`src/rtl/awd_pkg.sv`:
```
package awd_pkg;
   localparam int CFG_DW    = 32;
   localparam int GRAN_LSB  = 20;
   localparam int TID_LSB   = 4;
   localparam int BLK_LSB   = 4;
   localparam int BIT_EN    = 0;
   localparam int BIT_WSEC  = 0;
   localparam int BIT_RSEC  = 1;

   typedef enum logic [1:0] {
      REG_CTRL = 2'd0,
      REG_SEC  = 2'd1,
      REG_LO   = 2'd2,
      REG_HI   = 2'd3
   } reg_sel_e;
endpackage

```
`src/rtl/awd_regbank.sv`:
```
module awd_regbank
   import awd_pkg::*;
#(
   parameter int NWIN = 8,
   parameter int AW = 40,
   parameter int TID_W = 4,
   parameter logic [TID_W-1:0] WIN0_TID = 'hE,
   parameter logic [AW-GRAN_LSB-1:0] WIN0_LO = 'h00F00,
   parameter logic [AW-GRAN_LSB-1:0] WIN0_HI = 'h00F0F,
   localparam int BW = AW - GRAN_LSB,
   localparam int WIN_W = $clog2(NWIN),
   localparam int CAW = WIN_W + 3
) (
   input  logic                        clk,
   input  logic                        rst_n,
   input  logic                        cfg_wr,
   input  logic [CAW-1:0]              cfg_addr,
   input  logic [CFG_DW-1:0]           cfg_wdata,
   output logic [CFG_DW-1:0]           cfg_rdata,
   output logic [NWIN-1:0]             win_en,
   output logic [NWIN-1:0]             win_ws,
   output logic [NWIN-1:0]             win_rs,
   output logic [NWIN-1:0][TID_W-1:0]  win_tid,
   output logic [NWIN-1:0][BW-1:0]     win_lo,
   output logic [NWIN-1:0][BW-1:0]     win_hi,
   output logic [TID_W-1:0]            dflt_tid
);
   logic             glob;
   logic [WIN_W-1:0] widx;
   reg_sel_e         rsel;
   logic             widx_ok;

   assign glob    = cfg_addr[CAW-1];
   assign widx    = cfg_addr[CAW-2:2];
   assign rsel    = reg_sel_e'(cfg_addr[1:0]);
   assign widx_ok = (int'(widx) < NWIN);

   always_ff @(posedge clk or negedge rst_n) begin
      if (!rst_n)
         dflt_tid <= '0;
      else if (cfg_wr && glob)
         dflt_tid <= cfg_wdata[TID_W-1:0];
   end

   for (genvar g = 0; g < NWIN; g++) begin : g_win
      if (g == 0) begin : g_fixed
         // configuration-space window: hardwired, never writable
         assign win_en[g]  = 1'b1;
         assign win_ws[g]  = 1'b0;
         assign win_rs[g]  = 1'b0;
         assign win_tid[g] = WIN0_TID;
         assign win_lo[g]  = WIN0_LO;
         assign win_hi[g]  = WIN0_HI;
      end else begin : g_prog
         logic hit_w;
         assign hit_w = cfg_wr && !glob && (int'(widx) == g);
         always_ff @(posedge clk or negedge rst_n) begin
            if (!rst_n) begin
               win_en[g]  <= 1'b0;
               win_ws[g]  <= 1'b0;
               win_rs[g]  <= 1'b0;
               win_tid[g] <= '0;
               win_lo[g]  <= '0;
               win_hi[g]  <= '0;
            end else if (hit_w) begin
               case (rsel)
                  REG_CTRL: begin
                     win_en[g]  <= cfg_wdata[BIT_EN];
                     win_tid[g] <= cfg_wdata[TID_LSB +: TID_W];
                  end
                  REG_SEC: begin
                     win_ws[g] <= cfg_wdata[BIT_WSEC];
                     win_rs[g] <= cfg_wdata[BIT_RSEC];
                  end
                  REG_LO:  win_lo[g] <= cfg_wdata[BLK_LSB +: BW];
                  default: win_hi[g] <= cfg_wdata[BLK_LSB +: BW];
               endcase
            end
         end
      end
   end

   always_comb begin
      cfg_rdata = '0;
      if (glob) begin
         cfg_rdata[TID_W-1:0] = dflt_tid;
      end else if (widx_ok) begin
         case (rsel)
            REG_CTRL: begin
               cfg_rdata[BIT_EN]            = win_en[widx];
               cfg_rdata[TID_LSB +: TID_W]  = win_tid[widx];
            end
            REG_SEC: begin
               cfg_rdata[BIT_WSEC] = win_ws[widx];
               cfg_rdata[BIT_RSEC] = win_rs[widx];
            end
            REG_LO:  cfg_rdata[BLK_LSB +: BW] = win_lo[widx];
            default: cfg_rdata[BLK_LSB +: BW] = win_hi[widx];
         endcase
      end
   end
endmodule

```
`src/rtl/awd_match.sv`:
```
module awd_match
   import awd_pkg::*;
#(
   parameter int NWIN = 8,
   parameter int AW = 40,
   localparam int BW = AW - GRAN_LSB
) (
   input  logic [AW-1:0]           dec_addr,
   input  logic [NWIN-1:0]         win_en,
   input  logic [NWIN-1:0][BW-1:0] win_lo,
   input  logic [NWIN-1:0][BW-1:0] win_hi,
   output logic [NWIN-1:0]         match
);
   logic [BW-1:0] blk;
   assign blk = dec_addr[AW-1:GRAN_LSB];

   for (genvar g = 0; g < NWIN; g++) begin : g_cmp
      assign match[g] = win_en[g] && (blk >= win_lo[g]) && (blk <= win_hi[g]);
   end
endmodule

```
`src/rtl/awd_select.sv`:
```
module awd_select #(
   parameter int NWIN = 8,
   parameter int TID_W = 4
) (
   input  logic                       clk,
   input  logic                       rst_n,
   input  logic                       dec_valid,
   input  logic                       dec_secure,
   input  logic                       dec_write,
   input  logic [NWIN-1:0]            match,
   input  logic [NWIN-1:0]            win_ws,
   input  logic [NWIN-1:0]            win_rs,
   input  logic [NWIN-1:0][TID_W-1:0] win_tid,
   input  logic [TID_W-1:0]           dflt_tid,
   output logic                       rsp_valid,
   output logic [TID_W-1:0]           rsp_tid,
   output logic                       rsp_hit,
   output logic                       rsp_viol
);
   logic [NWIN-1:0]  grant;
   logic [TID_W-1:0] g_tid;
   logic             g_ws, g_rs, any, viol;

   // lowest set bit wins
   assign grant = match & (~match + NWIN'(1));
   assign any   = |match;

   always_comb begin
      g_tid = '0;
      g_ws  = 1'b0;
      g_rs  = 1'b0;
      for (int i = 0; i < NWIN; i++) begin
         if (grant[i]) begin
            g_tid = g_tid | win_tid[i];
            g_ws  = g_ws  | win_ws[i];
            g_rs  = g_rs  | win_rs[i];
         end
      end
   end

   assign viol = any && !dec_secure && (dec_write ? g_ws : g_rs);

   always_ff @(posedge clk or negedge rst_n) begin
      if (!rst_n) begin
         rsp_valid <= 1'b0;
         rsp_tid   <= '0;
         rsp_hit   <= 1'b0;
         rsp_viol  <= 1'b0;
      end else begin
         rsp_valid <= dec_valid;
         rsp_tid   <= (any && !viol) ? g_tid : dflt_tid;
         rsp_hit   <= dec_valid && any && !viol;
         rsp_viol  <= dec_valid && viol;
      end
   end

   p_grant_onehot_r9: assert property (@(posedge clk) disable iff (!rst_n)
      $onehot0(grant));
   p_hit_needs_match_r1: assert property (@(posedge clk) disable iff (!rst_n)
      rsp_hit |-> $past(|match));
   p_miss_default_r5: assert property (@(posedge clk) disable iff (!rst_n)
      (rsp_valid && !rsp_hit) |-> (rsp_tid == $past(dflt_tid)));
   p_viol_nonsecure_r6: assert property (@(posedge clk) disable iff (!rst_n)
      rsp_viol |-> !$past(dec_secure));
   p_hit_excl_viol_r6: assert property (@(posedge clk) disable iff (!rst_n)
      !(rsp_hit && rsp_viol));
   p_valid_follow_r10: assert property (@(posedge clk) disable iff (!rst_n)
      dec_valid |=> rsp_valid);
endmodule

```
`src/rtl/addr_window_decoder.sv`:
```
module addr_window_decoder
   import awd_pkg::*;
#(
   parameter int NWIN = 8,
   parameter int AW = 40,
   parameter int TID_W = 4,
   parameter logic [TID_W-1:0] WIN0_TID = 'hE,
   parameter logic [AW-GRAN_LSB-1:0] WIN0_LO = 'h00F00,
   parameter logic [AW-GRAN_LSB-1:0] WIN0_HI = 'h00F0F,
   localparam int BW = AW - GRAN_LSB,
   localparam int CAW = $clog2(NWIN) + 3
) (
   input  logic              clk,
   input  logic              rst_n,
   input  logic              cfg_wr,
   input  logic [CAW-1:0]    cfg_addr,
   input  logic [CFG_DW-1:0] cfg_wdata,
   output logic [CFG_DW-1:0] cfg_rdata,
   input  logic              dec_valid,
   input  logic [AW-1:0]     dec_addr,
   input  logic              dec_secure,
   input  logic              dec_write,
   output logic              rsp_valid,
   output logic [TID_W-1:0]  rsp_tid,
   output logic              rsp_hit,
   output logic              rsp_viol
);
   if (NWIN < 2 || NWIN > 64) begin : g_bad_nwin
      $error("NWIN must be 2..64");
   end
   if (AW <= GRAN_LSB || BW + BLK_LSB > CFG_DW) begin : g_bad_aw
      $error("AW must be 21..48");
   end
   if (TID_W < 1 || TID_W + TID_LSB > CFG_DW) begin : g_bad_tid
      $error("TID_W out of range");
   end

   logic [NWIN-1:0]            win_en, win_ws, win_rs, match;
   logic [NWIN-1:0][TID_W-1:0] win_tid;
   logic [NWIN-1:0][BW-1:0]    win_lo, win_hi;
   logic [TID_W-1:0]           dflt_tid;

   awd_regbank #(
      .NWIN(NWIN), .AW(AW), .TID_W(TID_W),
      .WIN0_TID(WIN0_TID), .WIN0_LO(WIN0_LO), .WIN0_HI(WIN0_HI)
   ) u_regs (
      .clk(clk), .rst_n(rst_n), .cfg_wr(cfg_wr), .cfg_addr(cfg_addr),
      .cfg_wdata(cfg_wdata), .cfg_rdata(cfg_rdata),
      .win_en(win_en), .win_ws(win_ws), .win_rs(win_rs), .win_tid(win_tid),
      .win_lo(win_lo), .win_hi(win_hi), .dflt_tid(dflt_tid)
   );

   awd_match #(.NWIN(NWIN), .AW(AW)) u_match (
      .dec_addr(dec_addr), .win_en(win_en), .win_lo(win_lo),
      .win_hi(win_hi), .match(match)
   );

   awd_select #(.NWIN(NWIN), .TID_W(TID_W)) u_sel (
      .clk(clk), .rst_n(rst_n), .dec_valid(dec_valid),
      .dec_secure(dec_secure), .dec_write(dec_write), .match(match),
      .win_ws(win_ws), .win_rs(win_rs), .win_tid(win_tid),
      .dflt_tid(dflt_tid), .rsp_valid(rsp_valid), .rsp_tid(rsp_tid),
      .rsp_hit(rsp_hit), .rsp_viol(rsp_viol)
   );
endmodule

```
`config.mk`:
```
export PLATFORM = sky130hd
export DESIGN_NAME = addr_window_decoder
export DESIGN_NICKNAME = d
export VERILOG_FILES = /design/src/rtl/awd_pkg.sv /design/src/rtl/awd_regbank.sv /design/src/rtl/awd_match.sv /design/src/rtl/awd_select.sv /design/src/rtl/addr_window_decoder.sv
export SDC_FILE = /design/constraint.sdc
export NUM_CORES = 1
export LEC_CHECK = 0
export BUFFER_PORTS_ARGS = -buffer_cell sky130_fd_sc_hd__buf_4
export CAP_MARGIN = 10
export CORE_MARGIN = 1.5
export CORE_UTILIZATION = 53
export DETAILED_ROUTE_END_ITERATION = 16
export HOLD_SLACK_MARGIN = 0.03
export PLACE_DENSITY = 0.79
export SYNTH_ARGS = -nofsm -noshare
export SYNTH_HDL_FRONTEND = slang
export SYNTH_SLANG_ARGS = --single-unit
```
`constraint.sdc`:
```
create_clock -name clk -period 3 [get_ports clk]
set_clock_uncertainty 0.05 [all_clocks]
set_input_delay 0.45 -clock clk [delete_from_list [all_inputs] [get_ports clk]]
set_output_delay 0.45 -clock clk [all_outputs]
set_load 0.01 [all_outputs]
```
==> results of run 1 <==
[layout make-up]
class                           instances  area, sq um  area share [%]
Clock buffer                           60         1227           4.500
Clock inverter                         13        203.9          0.7477
Inverter                              286         1077           3.950
Multi-Input combinational cell       1688        12820           46.99
Sequential cell                       340         8508           31.19
Tap cell                              539        674.4           2.473
Timing Repair Buffer                  346         2766           10.14
[power breakdown]
part / internal, uW / switching, uW / total, uW
Sequential: 5420 / 523 / 5940
Clock: 3190 / 2100 / 5290
Combinational: 2350 / 2800 / 5150
Total: 11000 / 5420 / 16400
[through the flow]
step | TNS (ns) | cell area, sq um | std cells
after global placement | -4.281 | 25510 | 3187
after detailed placement | -4.677 | 25510 | 3187
after CTS | -1.980 | 27160 | 3269
after floorplan | -0.2656 | 22730 | 2452
after global routing | -2.879 | 27270 | 3272
final | -2.308 | 27270 | 3272
[critical path: cells and delay by family (launching register included)]
| family | cells | cell delay, ns |
|---|---|---|
| compound gates | 4 | 1.10 |
| flops | 1 | 0.35 |
| fa+ha+maj | 1 | 0.29 |
| simple gates | 6 | 1.44 |
| buf+inv | 1 | 0.08 |
[per-layer routing]
layer	GRT usage (%)	up-vias	wire, microns
met5	0	-	0
met4	15.11	0	3325
met1	46.08	9951	30060
met3	8.365	211	7933
li1	-	9112	-
met2	52.64	1091	32910
[path summary, 6_finish.rpt]
kind	startpoint	to	slack [ns]	cells after the start
min in group asynchronous	rst_n	u_regs.win_tid[5]	0.35	2
worst max-delay path	u_regs.win_lo[97]	u_sel.rsp_hit	-0.43	12
worst min-delay path	cfg_wdata[2]	u_regs.dflt_tid[2]	0.06	2
max in group asynchronous	rst_n	u_regs.win_lo[72]	1.69	3
worst min register to register	u_regs.win_lo[84]	u_regs.win_lo[84]	0.48	1
worst max register to register	u_regs.win_lo[97]	u_sel.rsp_hit	-0.43	12
[synthesized netlist by cell type, drive strengths merged (3+ instances only)]
cell type | instances | area [sq um]
nand2 | 349 | 1313
dfrtp | 340 | 8508
o21ai | 303 | 1516
inv | 286 | 1074
ha | 280 | 3503
a21oi | 135 | 679.4
mux2 | 113 | 1272
clkbuf | 105 | 404.1
nor2 | 82 | 310.3
mux4 | 48 | 1081
nand3 | 47 | 235.2
a221oi | 34 | 297.8
buf | 33 | 163.9
nand4 | 30 | 187.7
a211oi | 25 | 200.2
mux2i | 21 | 210.2
a21o | 18 | 137.6
and4 | 16 | 141.4
nor3 | 16 | 85.08
a22oi | 14 | 105.1
nand2b | 14 | 87.58
o211ai | 13 | 102.6
nor2b | 11 | 68.82
a211o | 9 | 78.83
a2111oi | 8 | 107.6
nor4 | 8 | 50.05
a22o | 6 | 52.55
and2 | 6 | 38.79
o22a | 6 | 53.80
a2bb2oi | 5 | 61.31
a31oi | 5 | 31.28
and3 | 5 | 31.28
o221ai | 5 | 43.79
o31ai | 5 | 37.54
a221o | 3 | 32.53
nand4b | 3 | 41.29
nor3b | 3 | 27.52
o21a | 3 | 22.52
or4 | 3 | 22.52
[state kept, by name, indices dropped and copies added (netlist names)]
name             count
u_regs.win_lo      140
u_sel.rsp_valid      1
u_sel.rsp_tid        4
u_sel.rsp_hit        1
u_regs.win_ws        7
u_regs.dflt_tid      4
u_sel.rsp_viol       1
u_regs.win_rs        7
u_regs.win_en        7
u_regs.win_hi      140
u_regs.win_tid      28
[layout by cell type, fill, tap and decap left out, drive strengths merged, types with 6 or more instances in the layout]
| cell | n |
|---|---|
| a2111oi | 8 |
| a211o | 9 |
| a211oi | 25 |
| a21o | 18 |
| a21oi | 135 |
| a221oi | 34 |
| a22o | 6 |
| a22oi | 14 |
| and2 | 6 |
| and4 | 16 |
| buf | 344 |
| clkbuf | 60 |
| clkinv | 6 |
| conb | 8 |
| dfrtp | 340 |
| ha | 280 |
| inv | 286 |
| mux2 | 113 |
| mux2i | 21 |
| mux4 | 48 |
| nand2 | 349 |
| nand2b | 14 |
| nand3 | 47 |
| nand4 | 30 |
| nor2 | 82 |
| nor2b | 11 |
| nor3 | 16 |
| nor4 | 8 |
| o211ai | 13 |
| o21ai | 303 |
| o22a | 6 |
[kinds of logic after synthesis]
group,after synthesis
AND/OR/NAND/NOR,601
other,1
AO/OA/AOI/OAI,617
adder cells (fa/ha/maj),280
flip-flops,340
buffers and inverters,424
multiplexers,182
[timing repair]
action	CTS	global route
hold buffers	2	0
gates resized for setup	25	26
pin swaps	10	7
hold endpoints to repair	51	0
setup buffers	7	3
setup endpoints to repair	7	8
==> summary.txt, run 1 <==
Place
  • Placer congestion estimate: 0.9678
  • Number of buffers added on ports: 86
  • Dpl ws: -0.8258 ns
  • Hpwl dp: approximately 56 mm

STA
  • Final WS setup: -0.4287 ns
  • Final Hold Fails: 0
  • Tmin final: 3.429 ns
  • Slew Viols, Final: 0
  • Worst-margin pin slew: about 0.7 ns
  • Final hold slack: just under 0.06 ns
  • Fin crit share: 114.3%
  • Slew HR: ~53%
  • Final setup vio count: 6
  • Unrepaired setup endpoints after global routing: true
  • F_max: a little under 0.3 GHz

Floorplan
  • Die width: about 210 microns
  • DIE AREA: 44050 sq um
  • Starting Density: between 50% and 60%
  • Die height: approximately 210 microns
  • IO Pins: between 100 and 150
  • Core area: around 42000 sq um
  • Num rows: 75

Global routing
  • First-pass GRT wire length: about 120 mm
  • Vias in the first global route: 20.47k
  • GRT Residual Overflow: 0
  • Initial antenna violation count: 1
  • Pin count of the biggest net entering global routing: 77
  • Tot GR Track Use: about 34%

Pwr
  • Pwr Density: around 600 nW/um^2
  • Pwr Total: around 16000 uW
  • Worst vdd ir: around 0.60 mV
  • Static Leak: 0.01329 uW

Yosys
  • Post-Synth XOR/XNOR Area: 0%
  • Primary FF master, synth: dfrtp_1
  • Post-synth EDFFs: 0
  • Post-synth ARST share: 100.0%
  • FF+latch count, synth: 340
  • Unique masters post-synth: 82
  • Post-synthesis sequential area ratio: ~38%
  • YS warnings: 0
  • Avg Synthesized Cell Area: between 9 and 10 sq um
  • Synthesized cell area: 22680 sq um
  • Mux cell area share after synthesis: a little under an eighth
  • Synth Area in Compound Gates: 16.53%
  • Post-Synth Simple-Gate Area: 11.95%
  • Cells after synthesis: around 2.4k
  • Post-Synth Adder-Cell Area: around 15%
  • Largest family of logic cells by synthesized area: compound AO/OA/AOI/OAI gates

Detailed routing
  • Wirelength, routed: about 74 mm
  • DRC viols: 0
  • Average wire per standard cell: between 20 and 25 microns
  • Vias: slightly above 20k
  • DR iter-0 viols: ~2.2k
  • Vias per cell: between 6 and 7
  • Antenna violation net count after detailed routing: 0
  • Pre-antenna DRT Iters: 6

CTS
  • Clk_lat worst skew: about 0.59 ns
  • Max clock buf depth: 3
  • H-tree depth: 2
  • CTS tree: yes
  • Cts bufs inserted: 41
  • Root Driver: clkbuf_16
  • Reg clk slew, reported paths: 0.06 ns
  • Clock sinks: 340

Critical path
  • Worst stage delay on the critical path: between 0.5 and 0.6 ns
  • Arrival time worst endpoint: 3.85 ns
  • Slowest-stage cell, CP: or4_1
  • Critical Path End Type: flop
  • Worst-path cell chain: inv_1 > ha_1 > and4_1 > nand4_1 > or4_1 > o2111a_2 > a2111o_1 > o31a_1 > o311a_4 > nand4b_4 > nand2_2 > and3b_1
  • CP Class: flop to flop
  • Req. time, crit path: ~3.4 ns
  • Startpoint types: flop
  • Worst-path maximum fanout: 6

Layout
  • Post-Route Utilization: roughly two thirds
  • Layout cells sized above 1: a little under a quarter
  • Diode count: 0
  • FILL cells: between 3k and 4k
  • Syn-to-layout area delta: 20.25%
  • Final #Nets: approximately 3.1k

Status
  • Failing checks: negative setup slack
  • Status: finished, violations left

Worst hold path
  • Worst min path class: input port to flop

Run
  • Max Cap Violations: 0
Power figures use the tool's default switching activity.
==> inputs of run 2 (changes only) <==
--- a/config.mk
+++ b/config.mk
@@ -14,4 +14,5 @@
 export PLACE_DENSITY = 0.79
 export SYNTH_ARGS = -nofsm -noshare
 export SYNTH_HDL_FRONTEND = slang
+export SYNTH_HIERARCHICAL = 1
 export SYNTH_SLANG_ARGS = --single-unit
==> run 2 against run 1 <==
  * Sequential share of layout area decreased by 3.3 points
  * Synthesized area is 8.2% higher
  * Register-to-register slack worse by 0.19 ns
  * Die area grew 8.0%
  * Design area is 12% higher
  * Maximum frequency fell by 5.4%
  * Setup slack lost 0.19 ns
  * Global-route usage is 0.72 points higher
  * Clock power fell by 8.1%
  * First-iteration DRC count fell by 27%
  * Hold slack better by 0.0025 ns
  * Via count up 0.46%
  * The run still ends with negative setup slack left
==> summary.txt, run 2 <==
Floorplan
  • Core area: 45480 sq um
  • Die height: about 220 microns
  • Die width: ~220 microns
  • Num rows: between 70 and 80
  • Starting Density: between 50 and 60%
  • DIE AREA: about 48000 sq um
  • IO Pins: between 100 and 150

Detailed routing
  • Vias: approximately 20k
  • Vias per cell: 5.998
  • Wirelength, routed: slightly above 80 mm
  • DRC viols: 0
  • DR iter-0 viols: around 1.6k
  • Pre-antenna DRT Iters: 5
  • Average wire per standard cell: between 20 and 25 microns
  • Antenna violation net count after detailed routing: 0

Yosys
  • Post-Synth XOR/XNOR Area: 0%
  • YS warnings: 6
  • Mux cell area share after synthesis: a little over a fifth
  • Post-Synth Simple-Gate Area: ~7.5%
  • Area contributors post-synth: dfrtp_1, mux2_2, ha_1
  • Synthesized cell area: between 20000 and 25000 sq um
  • Cell taking the most area after synthesis: dfrtp_1
  • FF+latch count, synth: 340
  • Post-synth EDFFs: 0
  • Top cells by count, synth: mux2_2, dfrtp_1, ha_1
  • Post-synth ARST share: 100.0%
  • Post-synth top area share: 34.68%
  • Synth Area in Compound Gates: around 11%
  • Largest family of logic cells by synthesized area: multiplexers
  • Unique masters post-synth: 62
  • Most common cell in the netlist: mux2_2
  • Post-synthesis sequential area ratio: between 30% and 40%
  • Cells after synthesis: roughly 2.3k
  • Post-Synth Adder-Cell Area: approximately 16%
  • Primary FF master, synth: dfrtp_1
  • Avg Synthesized Cell Area: about 11 sq um

STA
  • Fin crit share: 120.8%
  • Slew Viols, Final: 0
  • Unrepaired setup endpoints after global routing: true
  • Final hold slack: around 0.061 ns
  • Slew HR: between 50% and 60%
  • Final Hold Fails: 0
  • F_max: 0.2760 GHz
  • Worst-margin pin slew: between 0.7 and 0.8 ns
  • Tmin final: ~3.6 ns
  • Setup TNS: -3.412 ns
  • Final WS setup: -0.6236 ns
  • Final setup vio count: 6

CTS
  • H-tree depth: 2
  • Clock sinks: between 300 and 400
  • Clk_lat worst skew: about 0.59 ns
  • Max clock buf depth: 3
  • CTS tree: yes
  • Reg clk slew, reported paths: roughly 0.06 ns
  • Cts bufs inserted: 39
  • Root Driver: clkbuf_16

Critical path
  • Arrival time worst endpoint: a little over 4 ns
  • Worst reg2reg path startpoint: u_regs/win_lo[29]
  • Req. time, crit path: about 3.4 ns
  • Worst-path maximum fanout: 5
  • Critical Path End Type: flop
  • Startpoint types: flop
  • R2R setup slack: -0.62 ns
  • CP Class: flop to flop
  • Reg2Reg Depth: 15
  • Worst R2R End: u_sel/rsp_tid[2]

Place
  • Placed insts: ~3.3k
  • Placed Area: 28890 sq um
  • Number of buffers added on ports: between 80 and 90
  • Dpl ws: -0.9883 ns
  • Hpwl dp: roughly 60 mm
  • Placer congestion estimate: roughly 0.95

Global routing
  • Initial antenna violation count: 5
  • Pin count of the biggest net entering global routing: between 70 and 80
  • First-pass GRT wire length: between 100 and 150 mm
  • GRT Residual Overflow: 0
  • Vias in the first global route: roughly 22k
  • Tot GR Track Use: a little over a third

Pwr
  • Pwr Density: a little over 500 nW/um^2
  • Static Leak: approximately 0.015 uW
  • Worst vdd ir: ~0.42 mV

Status
  • Failing checks: negative setup slack
  • Status: finished, violations left

Worst hold path
  • Hold path start: cfg_wdata[3]
  • Worst min path class: input port to flop
  • Hold Path Stages: 2
  • Hold Crit Endpoint: u_regs/dflt_tid[3]

Layout
  • Non-filler cells in the finished layout: around 3.4k
  • FILL cells: 3437
  • Reg area: between 8000 and 9000 sq um
  • Footprint of the multi-input gates: between 10000 and 15000 sq um
  • Syn-to-layout area delta: 24.49%
  • Top Registers: u_regs/win_hi (140), u_regs/win_lo (140), u_regs/win_tid (28)
  • Layout cells sized above 1: roughly 39%
  • Most frequent cells in the layout: buf_4, mux2_2, dfrtp_1, ha_1, inv_1
  • Post-route cell area: 30540 sq um
  • Leading cell type in the layout, fill and taps excluded: buf_4
  • Final #Nets: 3187

Run
  • Max Cap Violations: 0
[run 2: area by class of cell]
| class | instances | share of cell area (%) |
|---|---|---|
| multi-input cells | 1542 | 47.29 |
| flip-flops and latches | 340 | 27.86 |
| repair buffers | 547 | 14.38 |
| inverters | 313 | 3.859 |
| clock buffers | 59 | 3.843 |
| well taps | 600 | 2.458 |
| clock inverters | 8 | 0.2949 |
| diodes | 2 | 0.01639 |
[run 2: worst max-delay path, cell delays in order, from the launching register on]
cell	delay [ns]
dfrtp_1	0.35
inv_1	0.05
ha_1	0.29
a21oi_1	0.23
o21ai_2	0.12
a211oi_2	0.30
buf_4	0.20
o21ai_2	0.07
nand2_1	0.08
a22oi_2	0.11
or3_4	0.36
or4_4	0.46
o22ai_2	0.18
o22ai_2	0.12
o21a_4	0.24
mux2_4	0.31
[run 2: worst max path at each step]
stage                      start                to  slack [ns]  cells past startpoint
2_1_floorplan       dec_addr[20]  u_sel/rsp_tid[0]       -0.56                     15
3_3_place_gp        dec_addr[26]  u_sel/rsp_tid[2]       -0.93                     14
3_5_place_dp        dec_addr[33]  u_sel/rsp_tid[2]       -0.99                     15
4_1_cts        u_regs/win_lo[45]  u_sel/rsp_tid[2]       -0.44                     14
5_1_grt        u_regs/win_lo[25]  u_sel/rsp_tid[0]       -0.69                     15
6_report       u_regs/win_lo[29]  u_sel/rsp_tid[2]       -0.62                     15
[run 2: logic make-up after synthesis]
| family | Yosys count |
|---|---|
| compound gates | 398 |
| fa+ha+maj | 320 |
| buf+inv | 471 |
| flops | 340 |
| mux | 435 |
| other cells | 2 |
| simple gates | 334 |
[run 2: stage by stage]
step / total power (uW) / utilization [%]
after floorplan: 8135 / -
after global placement: 10240 / 63.53
after detailed placement: 10500 / 63.53
after CTS: 15480 / 67.08
after global routing: 16240 / 67.15
final: 15580 / 67.16
[run 2: what timing repair did]
item | in CTS | in global routing
resized for setup | 50 | 6
endpoints found under the hold margin | 69 | 0
gates cloned | 0 | 0
endpoints found under the setup margin | 6 | 7
pin swaps | 21 | 1
hold buffers | 2 | 0
buffers inserted | 11 | 0
[run 2: where the power goes]
part | total [uW] | leakage [uW] | switching (uW) | internal (uW)
Sequential | 5650 | 0.00451 | 448 | 5210
Clock | 4860 | 0.000626 | 2010 | 2860
Combinational | 5060 | 0.00970 | 2450 | 2610
[run 2: layer usage]
| metal | vias to the layer above | track usage (%) | routed length [microns] |
|---|---|---|---|
| met4 | 6 | 20.09 | 4916 |
| met2 | 902 | 55.51 | 37180 |
| li1 | 9114 | - | - |
| met5 | - | 0 | 38 |
| met1 | 10170 | 43.84 | 32870 |
| met3 | 268 | 8.045 | 6797 |
